[config.mk]
export PLATFORM = sky130hd
export DESIGN_NAME = sram_ctrl
export DESIGN_NICKNAME = d
export VERILOG_FILES = /design/src/rtl/sram_ctrl_pkg.sv /design/src/rtl/sram_pwrup_wait.sv /design/src/rtl/sram_phase_timer.sv /design/src/rtl/sram_seq.sv /design/src/rtl/sram_ctrl.sv
export SDC_FILE = /design/constraint.sdc
export NUM_CORES = 1
export LEC_CHECK = 0
export ABC_CLOCK_PERIOD_IN_PS = 2029
export BUFFER_PORTS_ARGS = -buffer_cell sky130_fd_sc_hd__buf_2
export CORE_ASPECT_RATIO = 2
export CORE_MARGIN = 10
export CORE_UTILIZATION = 43
export DETAILED_ROUTE_END_ITERATION = 8
export MAX_ROUTING_LAYER = met4
export PLACE_DENSITY = 0.75
export REMOVE_ABC_BUFFERS = 1
export SETUP_SLACK_MARGIN = 0.2
export SYNTH_ARGS = -nofsm -noshare
export SYNTH_HDL_FRONTEND = slang
export SYNTH_SLANG_ARGS = --single-unit
[constraint.sdc]
create_clock -name clk -period 2.03 [get_ports clk]
set_clock_uncertainty 0.05 [all_clocks]
set_input_delay 0.1015 -clock clk [delete_from_list [all_inputs] [get_ports clk]]
set_output_delay 0.1015 -clock clk [all_outputs]
set_load 0.01 [all_outputs]
[src/rtl/sram_ctrl_pkg.sv]
package sram_ctrl_pkg;

  typedef enum logic [1:0] {
    ST_IDLE = 2'd0,
    ST_RD   = 2'd1,
    ST_WR   = 2'd2,
    ST_WRH  = 2'd3
  } seq_state_t;

  // whole cycles covering t_ps at period clk_ps, never below one
  function automatic int cyc_ceil(input int t_ps, input int clk_ps);
    int c;
    c = (t_ps + clk_ps - 1) / clk_ps;
    if (c < 1) c = 1;
    return c;
  endfunction

  function automatic int imax(input int a, input int b);
    return (a > b) ? a : b;
  endfunction

endpackage

[src/rtl/sram_pwrup_wait.sv]
module sram_pwrup_wait #(
  parameter int N_PU = 15000
) (
  input  logic clk,
  input  logic rst_n,
  output logic pwr_done
);
  localparam int CW = $clog2(N_PU + 1);

  logic [CW-1:0] cnt_q;

  assign pwr_done = (cnt_q == CW'(N_PU));

  always_ff @(posedge clk or negedge rst_n) begin
    if (!rst_n)         cnt_q <= '0;
    else if (!pwr_done) cnt_q <= cnt_q + 1'b1;
  end
endmodule

[src/rtl/sram_phase_timer.sv]
module sram_phase_timer #(
  parameter int TW = 2
) (
  input  logic          clk,
  input  logic          rst_n,
  input  logic          load,
  input  logic [TW-1:0] load_val,
  output logic          done
);
  logic [TW-1:0] cnt_q;

  assign done = (cnt_q == '0);

  always_ff @(posedge clk or negedge rst_n) begin
    if (!rst_n)     cnt_q <= '0;
    else if (load)  cnt_q <= load_val;
    else if (!done) cnt_q <= cnt_q - 1'b1;
  end
endmodule

[src/rtl/sram_seq.sv]
module sram_seq
  import sram_ctrl_pkg::*;
#(
  parameter int ADDR_W = 21,
  parameter int DATA_W = 16,
  parameter int LANES  = 2,
  parameter int TW     = 2,
  parameter int N_RD   = 1,
  parameter int N_WP   = 1
) (
  input  logic              clk,
  input  logic              rst_n,
  input  logic              pwr_done,
  input  logic              req_valid,
  input  logic              req_write,
  input  logic [ADDR_W-1:0] req_addr,
  input  logic [DATA_W-1:0] req_wdata,
  input  logic [LANES-1:0]  req_mask,
  input  logic              tmr_done,
  output logic              tmr_load,
  output logic [TW-1:0]     tmr_val,
  output logic              req_ready,
  output logic              rsp_valid,
  output logic [DATA_W-1:0] rsp_rdata,
  output logic              mem_cs_n,
  output logic              mem_we_n,
  output logic              mem_oe_n,
  output logic [LANES-1:0]  mem_lane_n,
  output logic [ADDR_W-1:0] mem_addr,
  output logic [DATA_W-1:0] mem_dq_o,
  output logic              mem_dq_oe,
  input  logic [DATA_W-1:0] mem_dq_i
);
  seq_state_t        st_q, st_d;
  logic [ADDR_W-1:0] addr_q;
  logic [DATA_W-1:0] wdata_q;
  logic [LANES-1:0]  mask_q;
  logic [DATA_W-1:0] lane_bits;
  logic              accept;
  logic              busy;

  assign req_ready = (st_q == ST_IDLE) && pwr_done;
  assign accept    = req_valid && req_ready;
  assign busy      = (st_q == ST_RD) || (st_q == ST_WR);

  always_comb begin
    for (int l = 0; l < LANES; l++)
      lane_bits[l*8 +: 8] = {8{mask_q[l]}};
  end

  always_comb begin
    st_d     = st_q;
    tmr_load = 1'b0;
    tmr_val  = '0;
    unique case (st_q)
      ST_IDLE: if (accept) begin
        tmr_load = 1'b1;
        if (req_write) begin
          st_d    = ST_WR;
          tmr_val = TW'(N_WP - 1);
        end else begin
          st_d    = ST_RD;
          tmr_val = TW'(N_RD - 1);
        end
      end
      ST_RD:   if (tmr_done) st_d = ST_IDLE;
      ST_WR:   if (tmr_done) st_d = ST_WRH;
      ST_WRH:  st_d = ST_IDLE;
      default: st_d = ST_IDLE;
    endcase
  end

  always_ff @(posedge clk or negedge rst_n) begin
    if (!rst_n) begin
      st_q      <= ST_IDLE;
      addr_q    <= '0;
      wdata_q   <= '0;
      mask_q    <= '0;
      rsp_valid <= 1'b0;
      rsp_rdata <= '0;
    end else begin
      st_q      <= st_d;
      rsp_valid <= 1'b0;
      if (accept) begin
        addr_q  <= req_addr;
        wdata_q <= req_wdata;
        mask_q  <= req_mask;
      end
      if (st_q == ST_RD && tmr_done) begin
        rsp_valid <= 1'b1;
        rsp_rdata <= mem_dq_i & lane_bits;
      end
    end
  end

  assign mem_cs_n   = !busy;
  assign mem_we_n   = (st_q != ST_WR);
  assign mem_oe_n   = (st_q != ST_RD);
  assign mem_lane_n = busy ? ~mask_q : '1;
  assign mem_addr   = addr_q;
  assign mem_dq_o   = wdata_q;
  assign mem_dq_oe  = (st_q == ST_WR) || (st_q == ST_WRH);
endmodule

[src/rtl/sram_ctrl.sv]
module sram_ctrl
  import sram_ctrl_pkg::*;
#(
  parameter int ADDR_W    = 21,
  parameter int DATA_W    = 16,
  parameter int CLK_PS    = 10000,
  parameter int PWRUP_PS  = 150000000,
  parameter int T_RC_PS   = 10000,
  parameter int T_AA_PS   = 10000,
  parameter int T_DOE_PS  = 6000,
  parameter int T_WC_PS   = 10000,
  parameter int T_PWE_PS  = 8000,
  parameter int T_SD_PS   = 6000
) (
  input  logic              clk,
  input  logic              rst_n,
  input  logic              req_valid,
  output logic              req_ready,
  input  logic              req_write,
  input  logic [ADDR_W-1:0] req_addr,
  input  logic [DATA_W-1:0] req_wdata,
  input  logic [DATA_W/8-1:0] req_mask,
  output logic              rsp_valid,
  output logic [DATA_W-1:0] rsp_rdata,
  output logic              mem_cs_n,
  output logic              mem_we_n,
  output logic              mem_oe_n,
  output logic [DATA_W/8-1:0] mem_lane_n,
  output logic [ADDR_W-1:0] mem_addr,
  output logic [DATA_W-1:0] mem_dq_o,
  output logic              mem_dq_oe,
  input  logic [DATA_W-1:0] mem_dq_i
);
  localparam int LANES = DATA_W / 8;
  localparam int N_PU  = cyc_ceil(PWRUP_PS, CLK_PS);
  localparam int N_RD  = imax(imax(cyc_ceil(T_RC_PS, CLK_PS), cyc_ceil(T_AA_PS, CLK_PS)),
                              cyc_ceil(T_DOE_PS, CLK_PS));
  localparam int N_WP  = imax(imax(cyc_ceil(T_PWE_PS, CLK_PS), cyc_ceil(T_SD_PS, CLK_PS)),
                              cyc_ceil(T_WC_PS, CLK_PS) - 1);
  localparam int TW    = imax($clog2(imax(N_RD, N_WP) + 1), 1);

  logic          pwr_done;
  logic          tmr_load;
  logic [TW-1:0] tmr_val;
  logic          tmr_done;

  sram_pwrup_wait #(.N_PU(N_PU)) u_pwr (
    .clk      (clk),
    .rst_n    (rst_n),
    .pwr_done (pwr_done)
  );

  sram_phase_timer #(.TW(TW)) u_tmr (
    .clk      (clk),
    .rst_n    (rst_n),
    .load     (tmr_load),
    .load_val (tmr_val),
    .done     (tmr_done)
  );

  sram_seq #(
    .ADDR_W (ADDR_W), .DATA_W (DATA_W), .LANES (LANES),
    .TW     (TW),     .N_RD   (N_RD),   .N_WP  (N_WP)
  ) u_seq (
    .clk        (clk),
    .rst_n      (rst_n),
    .pwr_done   (pwr_done),
    .req_valid  (req_valid),
    .req_write  (req_write),
    .req_addr   (req_addr),
    .req_wdata  (req_wdata),
    .req_mask   (req_mask),
    .tmr_done   (tmr_done),
    .tmr_load   (tmr_load),
    .tmr_val    (tmr_val),
    .req_ready  (req_ready),
    .rsp_valid  (rsp_valid),
    .rsp_rdata  (rsp_rdata),
    .mem_cs_n   (mem_cs_n),
    .mem_we_n   (mem_we_n),
    .mem_oe_n   (mem_oe_n),
    .mem_lane_n (mem_lane_n),
    .mem_addr   (mem_addr),
    .mem_dq_o   (mem_dq_o),
    .mem_dq_oe  (mem_dq_oe),
    .mem_dq_i   (mem_dq_i)
  );
endmodule

==> flow_metrics.py, run 1 <==
metrics = {
    "drt": {
        "firstDrtPassIters": 5,
        "drc": 0,
        "postRouteAntennaNets": 0,
        "post_drt_wl_per_cell_um": 16.5,
        "totalWireLength_mm": 10.0,
        "via_per_inst": 4.70,
        "via_count": 2857,
        "drt_iter0_markers": 164,
    },
    "status": {
        "violations": "negative setup slack",
        "status": "finished, violations left",
    },
    "pwr": {
        "p_leak_nw": 2.66,
        "peakVddDrop_mv": 0.532,
        "power.internal_mw": 2.57,
        "power_density_nw_per_um2": 663,
        "p_sw_share_pct": 20.0,
        "clkPwrFrac_pct": 49.8,
        "p_comb_share_pct": 5.5,
        "p_seq_share_pct": 44.7,
        "total_power_mw": 3.22,
        "power_switching_mw": 0.644,
    },
    "setup_path": {
        "worstSetupEndpointType": "primary output",
        "cp-start-kind": "register",
        "rrSetupSlack_ps": 20,
        "critPathMaxFanout": 2,
        "slowest_stage": "or4b_4",
        "crit_path_max_incr_delay_ps": 560,
        "setup.worst_path.class": "reg -> out",
        "crit_arrival_ps": 1880,
        "required_ps": 1880,
        "reg2reg_to": "u_seq.mem_dq_o[2]",
        "worstReg2RegStart": "u_pwr.cnt_q[1]",
        "r2r_cells": 7,
        "crit_chain": "or4b_4, buf_6, nor4_4, and2_1, buf_2",
    },
    "clock_tree": {
        "clock_latency_ps": 330,
        "numCtsBuffers": 9,
        "root_buffer": "clkbuf_16",
        "cts_num_sinks": 72,
        "clkTransAtPathRegs_ps": 60,
        "cts_tree": "done",
        "cts_htree_levels": 3,
        "cts_buffer_depth": 2,
    },
    "worst_hold_path": {
        "whs_path_depth": 4,
        "worstHoldStart": "req_write",
        "hp-class": "in -> reg",
        "hold_path_end": "u_seq.st_q[0]",
    },
    "floorplan": {
        "rows": 43,
        "die_area_sq_um": 10900,
        "start_util_pct": 43.8,
        "fp.dieW_um": 79.0,
        "pin_count": 120,
        "dieHeight_um": 138,
        "core-area_sq_um": 6830,
    },
    "global_routing": {
        "grt_pass1_vias": 3099,
        "antenna_found_initial": 0,
        "grt_overflow_total": 0,
        "grt_max_degree": 73,
        "grt_pass1_wl_mm": 15.0,
        "track_usage_pct": 18.1,
    },
    "synth": {
        "synth_area_sq_um": 2990,
        "ys_seq_area_share_pct": 60.3,
        "synth_warnings": 0,
        "syn_avg_cell_area_sq_um": 9.43,
        "syn_inst": 317,
        "synth_seq_cells": 72,
        "synth_cell_types": 27,
    },
    "cells_and_area": {
        "syn2layout_area_growth_pct": 62.2,
        "antenna_cells": 0,
        "drive_gt1_share_pct": 35.1,
        "fin_nets": 579,
        "final_util_pct": 71.0,
    },
    "placement": {
        "gp_congestion": 0.744,
        "port_buffers": 119,
        "post-place-ws_ps": -13.9,
        "dp_hpwl_mm": 5.61,
    },
    "timing": {
        "max_slew.worst_pin.slew_ps": 372,
        "setup_ws_ps": -4.69,
        "slew_violations": 0,
        "period_share_pct": 100,
        "fmax_mhz": 491,
        "hold_slack_ps": 48.3,
        "max-slew-margin-rel_pct": 75.2,
        "rsz0062_at_grt": "true",
        "finalHoldViolCount": 0,
        "setup_viol": 1,
        "fin_crit_ps": 2030,
        "finalSetupTns_ps": -4.69,
    },
    "job": {
        "max-cap-violations": 0,
    },
}
==> cells in the final DEF (no fill, tap or decap), drive strengths merged, types with 2 or more instances in the layout <==
master	n
mux2i	3
dfrtp	72
nor3	2
nand2	125
ha	7
nand3	21
inv	25
o21ai	17
nand4	4
xor2	4
nor4	2
buf	142
clkbuf	13
dlygate4sd3	56
xnor2	8
and3	2
nor2	3
==> through the flow <==
| stage | instance area [sq um] | cells |
|---|---|---|
| floorplan | 2920 | 303 |
| global placement | 3790 | 529 |
| detailed placement | 3790 | 529 |
| CTS | 4720 | 603 |
| global route | 4850 | 608 |
| finish | 4850 | 608 |
==> flip-flops by register name, summed over array words and instances (netlist names) <==
register,cells
u_seq.rsp_rdata,16
u_seq.mem_addr,21
u_seq.st_q,2
u_pwr.cnt_q,14
u_seq.rsp_valid,1
u_seq.mask_q,2
u_seq.mem_dq_o,16
==> Yosys cell counts <==
cell | number | area, sq um
or2_2 | 1 | 6.26
o21ai_0 | 17 | 85.1
xor2_1 | 4 | 35.0
nand3_1 | 21 | 105
nor3_1 | 2 | 10.0
dfrtp_1 | 72 | 1800
or3b_1 | 1 | 8.76
buf_6 | 1 | 11.3
or4b_4 | 1 | 13.8
clkbuf_1 | 8 | 30.0
nand2b_1 | 1 | 6.26
nand4_1 | 4 | 25.0
and2_1 | 1 | 6.26
nand2_1 | 124 | 465
xnor2_1 | 8 | 70.1
and4_1 | 1 | 8.76
mux2i_1 | 3 | 30.0
and3_1 | 2 | 12.5
inv_1 | 24 | 90.1
nand2_2 | 1 | 6.26
or4_1 | 1 | 7.51
ha_1 | 7 | 87.6
mux2_2 | 1 | 11.3
nor2_1 | 3 | 11.3
nor4_1 | 2 | 12.5
buf_2 | 5 | 25.0
o21a_1 | 1 | 7.51
==> per-layer routing <==
layer / wire, um / vias to the layer above / global-route usage [%]
li1: - / 1388 / -
met1: 3930 / 1310 / 19.7
met2: 4980 / 140 / 29.1
met3: 929 / 19 / 7.34
met4: 189 / 0 / 6.41
met5: 0 / - / -
==> layout make-up <==
cell class | instances | area, sq um
flip-flops and latches | 72 | 1800
fillers | 481 | 1980
clock inverters | 4 | 51.3
multi-input cells | 207 | 1130
repair buffers | 199 | 1410
well taps | 90 | 113
clock buffers | 12 | 256
inverters | 24 | 90.1
==> cell families after synthesis <==
kind of cell | synth area share (%)
buffers and inverters | 5.23
muxes | 1.38
xor gates and xnor gates | 3.51
DFF | 60.3
AOI/OAI and AO/OA | 3.10
adders and majority gates | 2.93
and+or+nand+nor | 23.6
==> power by group through the flow <==
stage | clock, mW | sequential (mW) | combinational, mW
CTS | 1.63 | 1.44 | 0.172
finish | 1.60 | 1.44 | 0.178
detailed placement | 0 | 1.46 | 0.0894
floorplan | 0 | 1.46 | 0.00277
global placement | 0 | 1.46 | 0.0888
global route | 1.70 | 1.43 | 0.194
==> how the worst max path moves through the flow <==
stage,start,endpoint,slack (ps),cells after the start
global route,u_pwr.cnt_q[5],req_ready,-70,5
floorplan,u_pwr.cnt_q[2],u_seq.mask_q[0],-2040,4
global placement,u_pwr.cnt_q[5],u_pwr.cnt_q[1],-30,5
finish,u_pwr.cnt_q[5],req_ready,-5,5
CTS,u_pwr.cnt_q[5],req_ready,40,5
detailed placement,u_pwr.cnt_q[5],u_pwr.cnt_q[1],-10,5
==> worst max-delay path: cells and delay by family, from the launching register on <==
family	cells	cell delay [ps]
AND/OR/NAND/NOR	3	880
flip-flops	1	390
buffers and inverters	2	270
==> timing repair <==
item / in CTS / in global routing
pin swaps: 2 / 5
endpoints found under the setup margin: 44 / 45
hold buffers: 56 / 0
gates cloned: 0 / 3
resized for setup: 10 / 20
buffers inserted: 2 / 2
endpoints found under the hold margin: 127 / 0
No activity file was read; power rests on OpenSTA's default activity.
==> run 2, diff against run 1 <==
--- a/config.mk
+++ b/config.mk
@@ -9,12 +9,14 @@
 export BUFFER_PORTS_ARGS = -buffer_cell sky130_fd_sc_hd__buf_2
 export CORE_ASPECT_RATIO = 2
 export CORE_MARGIN = 10
-export CORE_UTILIZATION = 43
+export CORE_UTILIZATION = 44
 export DETAILED_ROUTE_END_ITERATION = 8
 export MAX_ROUTING_LAYER = met4
-export PLACE_DENSITY = 0.75
+export PLACE_DENSITY = 0.76
 export REMOVE_ABC_BUFFERS = 1
 export SETUP_SLACK_MARGIN = 0.2
+export SLEW_MARGIN = 30
 export SYNTH_ARGS = -nofsm -noshare
 export SYNTH_HDL_FRONTEND = slang
+export SYNTH_HIERARCHICAL = 1
 export SYNTH_SLANG_ARGS = --single-unit
==> run 2 against run 1 <==
- clock power grew 7%
- maximum frequency shrank 5.5%
- count of clock-buffer cells in the layout shrank 1
- first-iteration DRC count shrank 24%
- the run still ends with negative setup slack left
- hold slack gained 18 ps
==> flow_metrics.py, run 2 <==
metrics = {
    "pwr": {
        "power_density_nw_per_um2": 677,
        "total_power_mw": 3.35,
        "peakVddDrop_mv": 0.453,
        "p_leak_nw": 2.70,
    },
    "synth": {
        "yosysMostFrequentCell": "dfrtp_1",
        "synth_warnings": 6,
        "ys_seq_area_share_pct": 57.0,
        "synth_top_cell_by_area": "dfrtp_1",
        "syn_avg_cell_area_sq_um": 13.1,
        "synth_cell_types": 29,
        "yosys-top-cells-count": "73 x dfrtp_1, 40 x mux2_4, 40 x nand2_1, 18 x o21ai_0, 13 x inv_1",
        "async_reset_ff_share_pct": 100,
        "syn_inst": 245,
        "synth_seq_cells": 73,
        "synthTopCellsByArea": "dfrtp_1 57%, mux2_4 19%, nand2_1 4.7%",
        "synth_top_area_share_pct": 57.0,
        "synth_edf_count": 0,
        "synth_area_sq_um": 3200,
        "synthFlopType": "dfrtp_1",
    },
    "clock_tree": {
        "cts_num_sinks": 73,
        "cts_htree_levels": 3,
        "cts_tree": "done",
        "numCtsBuffers": 9,
        "root_buffer": "clkbuf_16",
        "clock_latency_ps": 330,
        "clkTransAtPathRegs_ps": 60,
        "cts_buffer_depth": 2,
    },
    "status": {
        "status": "finished, violations left",
        "violations": "negative setup slack",
    },
    "cells_and_area": {
        "final_cell_mix": "117 x buf_2, 73 x dfrtp_1, 56 x dlygate4sd3_1, 40 x nand2_1, 40 x mux2_4",
        "largest_reg_flops": 21,
        "fill_cells": 515,
        "drive_gt1_share_pct": 45.4,
        "fin_nets": 508,
        "stdcell_count": 539,
        "syn2layout_area_growth_pct": 54.6,
        "multi_input_area_sq_um": 1270,
        "fin_area_sq_um": 4950,
        "antenna_cells": 0,
        "layout_commonest_cell": "buf_2",
        "seqCellArea_sq_um": 1830,
    },
    "job": {
        "max-cap-violations": 0,
    },
    "floorplan": {
        "core-area_sq_um": 7160,
        "dieHeight_um": 141,
        "die_area_sq_um": 11300,
        "pin_count": 120,
        "fp.dieW_um": 80.3,
        "rows": 44,
        "start_util_pct": 44.8,
    },
    "setup_path": {
        "cp-start-kind": "register",
        "path_buf_inv": 1,
        "setup.worst_path.class": "reg -> reg",
        "slowest_stage": "or4b_4",
        "critPathMaxFanout": 17,
        "critPathTopFamily": "simple AND/OR/NAND/NOR gates",
        "crit_arrival_ps": 2310,
        "crit_chain": "or4b_4, nor4_4, and2_4, nand2_4, buf_12, mux2_4",
        "crit_path_max_incr_delay_ps": 550,
        "worstSetupEndpointType": "register",
        "required_ps": 2190,
    },
    "global_routing": {
        "grt_overflow_total": 0,
        "track_usage_pct": 17.0,
        "antenna_found_initial": 0,
        "grt_max_degree": 39,
        "grt_pass1_wl_mm": 14.6,
        "grt_pass1_vias": 2878,
    },
    "placement": {
        "port_buffers": 119,
        "postPlaceCellArea_sq_um": 4020,
        "gp_congestion": 0.894,
        "dp_cells": 464,
        "dp_hpwl_mm": 5.82,
    },
    "drt": {
        "firstDrtPassIters": 4,
        "postRouteAntennaNets": 0,
        "drt_iter0_markers": 124,
        "via_count": 2508,
        "via_per_inst": 4.65,
        "post_drt_wl_per_cell_um": 16.6,
        "drc": 0,
        "totalWireLength_mm": 8.94,
    },
    "timing": {
        "setup_ws_ps": -123,
        "rsz0062_at_grt": "true",
        "hold_slack_ps": 66.4,
        "fin_crit_ps": 2150,
        "finalHoldViolCount": 0,
        "setup_viol": 40,
        "slew_violations": 0,
        "fmax_mhz": 465,
        "period_share_pct": 106,
    },
    "worst_hold_path": {
        "hp-class": "in -> reg",
    },
}
## run 2: worst paths after layout
path                                       to               start  depth (start not counted)  slack, ps
min reg2reg                u_seq/rsp_rdata[1]  u_seq/rsp_rdata[1]                          2        420
min                             u_seq/st_q[0]           req_write                          4         70
max in group asynchronous   u_seq/mem_addr[2]               rst_n                          3       1140
min in group asynchronous       u_seq/st_q[0]               rst_n                          2        230
max                         u_seq/mem_addr[0]      u_pwr/cnt_q[6]                          6       -120
max reg2reg                 u_seq/mem_addr[0]      u_pwr/cnt_q[6]                          6       -120
## run 2: through the flow
stage	util (%)	setup TNS, ps	setup WS (ps)
CTS	69.0	-4600	-135
detailed placement	56.1	-4110	-122
floorplan	-	-16640	-427
global route	69.2	-8030	-221
global placement	56.1	-2090	-62.4
finish	69.2	-4110	-123
## run 2: kinds of logic after synthesis
| group | count (synthesis) | synth area share [%] |
|---|---|---|
| other cells | 1 | 0.117 |
| flops | 73 | 57.0 |
| fa+ha+maj | 7 | 2.73 |
| xor+xnor | 12 | 3.28 |
| compound gates | 20 | 3.32 |
| mux | 42 | 19.4 |
| buf+inv | 23 | 3.75 |
| simple gates | 67 | 10.4 |
## run 2: final cells by class
cell class | instances | share of cell area (%)
inverters | 13 | 0.986
well taps | 92 | 2.32
flip-flops and latches | 73 | 36.9
repair buffers | 196 | 27.5
multi-input cells | 149 | 25.6
clock buffers | 11 | 5.10
clock inverters | 5 | 1.57
## run 2: per-layer routing
metal | vias up | wire [um] | GRT usage (%)
met3 | 10 | 676 | 5.80
met1 | 1195 | 3710 | 19.7
li1 | 1206 | - | -
met4 | 0 | 121 | 6.34
met5 | - | 0 | -
met2 | 97 | 4430 | 26.4
## run 2: worst register-to-register path, stage by stage (launching register included)
cell and delay [ps]:
dfrtp_1 380, or4b_4 550, nor4_4 280, and2_4 200
nand2_4 80, buf_12 180, mux2_4 310
## run 2: power breakdown
part | switching (mW) | leakage, nW | internal [mW]
registers | 0 | 0.922 | 1.46
logic | 0.0637 | 1.62 | 0.116
clock network | 0.578 | 0.162 | 1.14
total | 0.642 | 2.70 | 2.71
## run 2: what timing repair did
item | in CTS | in global routing
endpoints found under the hold margin | 89 | 1
cloned | 0 | 0
hold buffers | 55 | 1
pin swaps | 1 | 0
resized for setup | 5 | 1
setup endpoints to repair | 43 | 45
setup buffers | 3 | 0
==> run 3, diff against run 2 <==
--- a/config.mk
+++ b/config.mk
@@ -5,15 +5,14 @@
 export SDC_FILE = /design/constraint.sdc
 export NUM_CORES = 1
 export LEC_CHECK = 0
-export ABC_CLOCK_PERIOD_IN_PS = 2029
+export ABC_CLOCK_PERIOD_IN_PS = 2580
 export BUFFER_PORTS_ARGS = -buffer_cell sky130_fd_sc_hd__buf_2
-export CORE_ASPECT_RATIO = 2
+export CORE_ASPECT_RATIO = 0.9
 export CORE_MARGIN = 10
-export CORE_UTILIZATION = 44
+export CORE_UTILIZATION = 53
 export DETAILED_ROUTE_END_ITERATION = 8
 export MAX_ROUTING_LAYER = met4
-export PLACE_DENSITY = 0.76
-export REMOVE_ABC_BUFFERS = 1
+export PLACE_DENSITY = 0.85
 export SETUP_SLACK_MARGIN = 0.2
 export SLEW_MARGIN = 30
 export SYNTH_ARGS = -nofsm -noshare
==> constraint.sdc (replaced) <==
create_clock -name clk -period 2.58 [get_ports clk]
set_clock_uncertainty 0.05 [all_clocks]
set_input_delay 0.129 -clock clk [delete_from_list [all_inputs] [get_ports clk]]
set_output_delay 0.129 -clock clk [all_outputs]
set_load 0.01 [all_outputs]
==> run 3 against run 2 <==
- the flow now finishes without violations
- sequential power fell by 22%
- global-route usage rose by 3.8 points
- maximum frequency fell by 5.8%
- routed wire length rose by 4.5%
- final area fell by 6.9%
- register-to-register slack improved by 420 ps
- critical endpoint is now u_seq/mem_addr[9]
- highest routed layer unchanged
==> flow_metrics.py, run 3 (synthesized netlist as in run 2, its figures left out) <==
metrics = {
    "clock_tree": {
        "root_buffer": "clkbuf_8",
        "numCtsBuffers": 9,
        "cts_buffer_depth": 2,
        "cts.repair.resized": 0,
        "ctsHoldBuffers": 56,
        "postCtsSetupBuffers": 0,
        "cts_tree": "done",
        "cts_htree_levels": 3,
        "clock_latency_ps": 330,
        "cts_num_sinks": 73,
        "clkTransAtPathRegs_ps": 70,
    },
    "drt": {
        "totalWireLength_mm": 9.34,
        "via_count": 2468,
        "via_per_inst": 4.95,
        "drt_iter0_markers": 155,
        "firstDrtPassIters": 4,
        "post_drt_wl_per_cell_um": 18.7,
        "postRouteAntennaNets": 0,
        "drc": 0,
    },
    "cells_and_area": {
        "syn2layout_area_growth_pct": 43.9,
        "largest_reg_flops": 21,
        "fin_nets": 490,
        "final_cell_mix": "118 x buf_2, 73 x dfrtp_1, 56 x dlygate4sd3_1, 40 x nand2_1, 40 x mux2_4",
        "antenna_cells": 0,
        "layout_commonest_cell": "buf_2",
        "drive_gt1_share_pct": 42.2,
        "fin_area_sq_um": 4610,
        "fill_cells": 314,
        "final_util_pct": 80.1,
    },
    "setup_path": {
        "slowest_stage": "or4b_4",
        "crit_arrival_ps": 2460,
        "cp-start-kind": "register",
        "crit_chain": "or4b_4, nor4_4, and2_4, nand2_4, buf_12, mux2_4",
        "path_buf_inv": 1,
        "crit_path_max_incr_delay_ps": 550,
        "critPathMaxFanout": 40,
        "setup.worst_path.class": "reg -> reg",
        "critPathTopFamily": "simple AND/OR/NAND/NOR gates",
        "required_ps": 2750,
        "worstSetupEndpointType": "register",
    },
    "timing": {
        "period_share_pct": 88.6,
        "setup_viol": 0,
        "fmax_mhz": 437,
        "slew_violations": 0,
        "finalHoldViolCount": 0,
        "rsz0062_at_grt": "false",
        "fin_crit_ps": 2290,
        "max-slew-margin-rel_pct": 57.9,
        "hold_slack_ps": 57.3,
        "max_slew.worst_pin.slew_ps": 632,
        "finalSetupTns_ps": 0,
    },
    "global_routing": {
        "antenna_found_initial": 0,
        "grt_pass1_wl_mm": 14.7,
        "grt_max_degree": 74,
        "grt_pass1_vias": 2800,
        "grt_overflow_total": 0,
        "track_usage_pct": 20.8,
    },
    "floorplan": {
        "dieHeight_um": 93.8,
        "die_area_sq_um": 9560,
        "pin_count": 120,
        "rows": 26,
        "start_util_pct": 55.6,
        "fp.dieW_um": 102,
        "core-area_sq_um": 5760,
    },
    "synth": {
        "synth_nets": 311,
    },
    "pwr": {
        "p_leak_nw": 2.53,
        "power_density_nw_per_um2": 465,
        "peakVddDrop_mv": 0.338,
        "total_power_mw": 2.14,
    },
    "placement": {
        "postPlaceCellArea_sq_um": 3850,
        "port_buffers": 119,
        "gp_congestion": 0.833,
        "dp_hpwl_mm": 5.62,
    },
    "status": {
        "status": "finished clean",
    },
    "job": {
        "max-cap-violations": 0,
    },
    "worst_hold_path": {
        "hp-class": "in -> reg",
    },
}
## run 3: cell types whose count changed in the layout (fill, tap and decap cells not counted), moves of 2 or more
cell,previous run,this run
bufinv_16,2,0
buf_12,3,1
clkbuf_16,9,0
clkinv_2,2,0
clkbuf_8,2,13
buf_4,18,2
clkbuf_1,0,2
## run 3: cell type report
| type | instances | area (sq um) | area share, % |
|---|---|---|---|
| sequential | 73 | 1830 | 39.6 |
| multi-input combinational | 149 | 1260 | 27.2 |
| timing repair buffer | 178 | 1200 | 26.0 |
| clock buffer | 15 | 186 | 4.04 |
| tap | 70 | 87.6 | 1.90 |
| inverter | 13 | 48.8 | 1.06 |
| clock inverter | 1 | 7.51 | 0.163 |
## run 3: final timing paths
path                            cells after the start  slack, ps             from                 end
max in group asynchronous                           2       1730            rst_n     u_seq/mask_q[0]
worst min register to register                      1        410  u_pwr/cnt_q[13]     u_pwr/cnt_q[13]
worst min-delay path                                4         60        req_write       u_seq/st_q[0]
min in group asynchronous                           2        320            rst_n  u_seq/rsp_rdata[5]
worst max-delay path                                6        290   u_pwr/cnt_q[2]   u_seq/mem_addr[9]
worst max register to register                      6        290   u_pwr/cnt_q[2]   u_seq/mem_addr[9]
## run 3: report_power, final
part | internal (mW) | total [mW] | leakage, nW | switching, mW
clock network | 0.456 | 0.861 | 0.0960 | 0.405
logic | 0.0890 | 0.139 | 1.52 | 0.0504
registers | 1.14 | 1.14 | 0.922 | 0
total | 1.69 | 2.14 | 2.53 | 0.455
## run 3: per-layer routing
layer | GRT usage (%) | routed length [um] | up-vias | share of wire, %
met1 | 21.9 | 3680 | 1172 | 39
met4 | 6.22 | 163 | 0 | 1.7
li1 | - | - | 1169 | -
met5 | - | 0 | - | 0
met3 | 9.05 | 849 | 16 | 9.1
met2 | 34.7 | 4650 | 111 | 50
## run 3: worst register-to-register path: cells and delay by family (launching register included)
kind,cells,cell delay [ps]
buffers and inverters,1,180
DFF,1,450
muxes,1,390
and+or+nand+nor,4,1100
## run 3: stage by stage
| step | setup WS (ps) | instances |
|---|---|---|
| after floorplan | 353 | 245 |
| after global placement | 388 | 427 |
| after detailed placement | 319 | 427 |
| after CTS | 310 | 499 |
| after global routing | 239 | 499 |
| final | 294 | 499 |
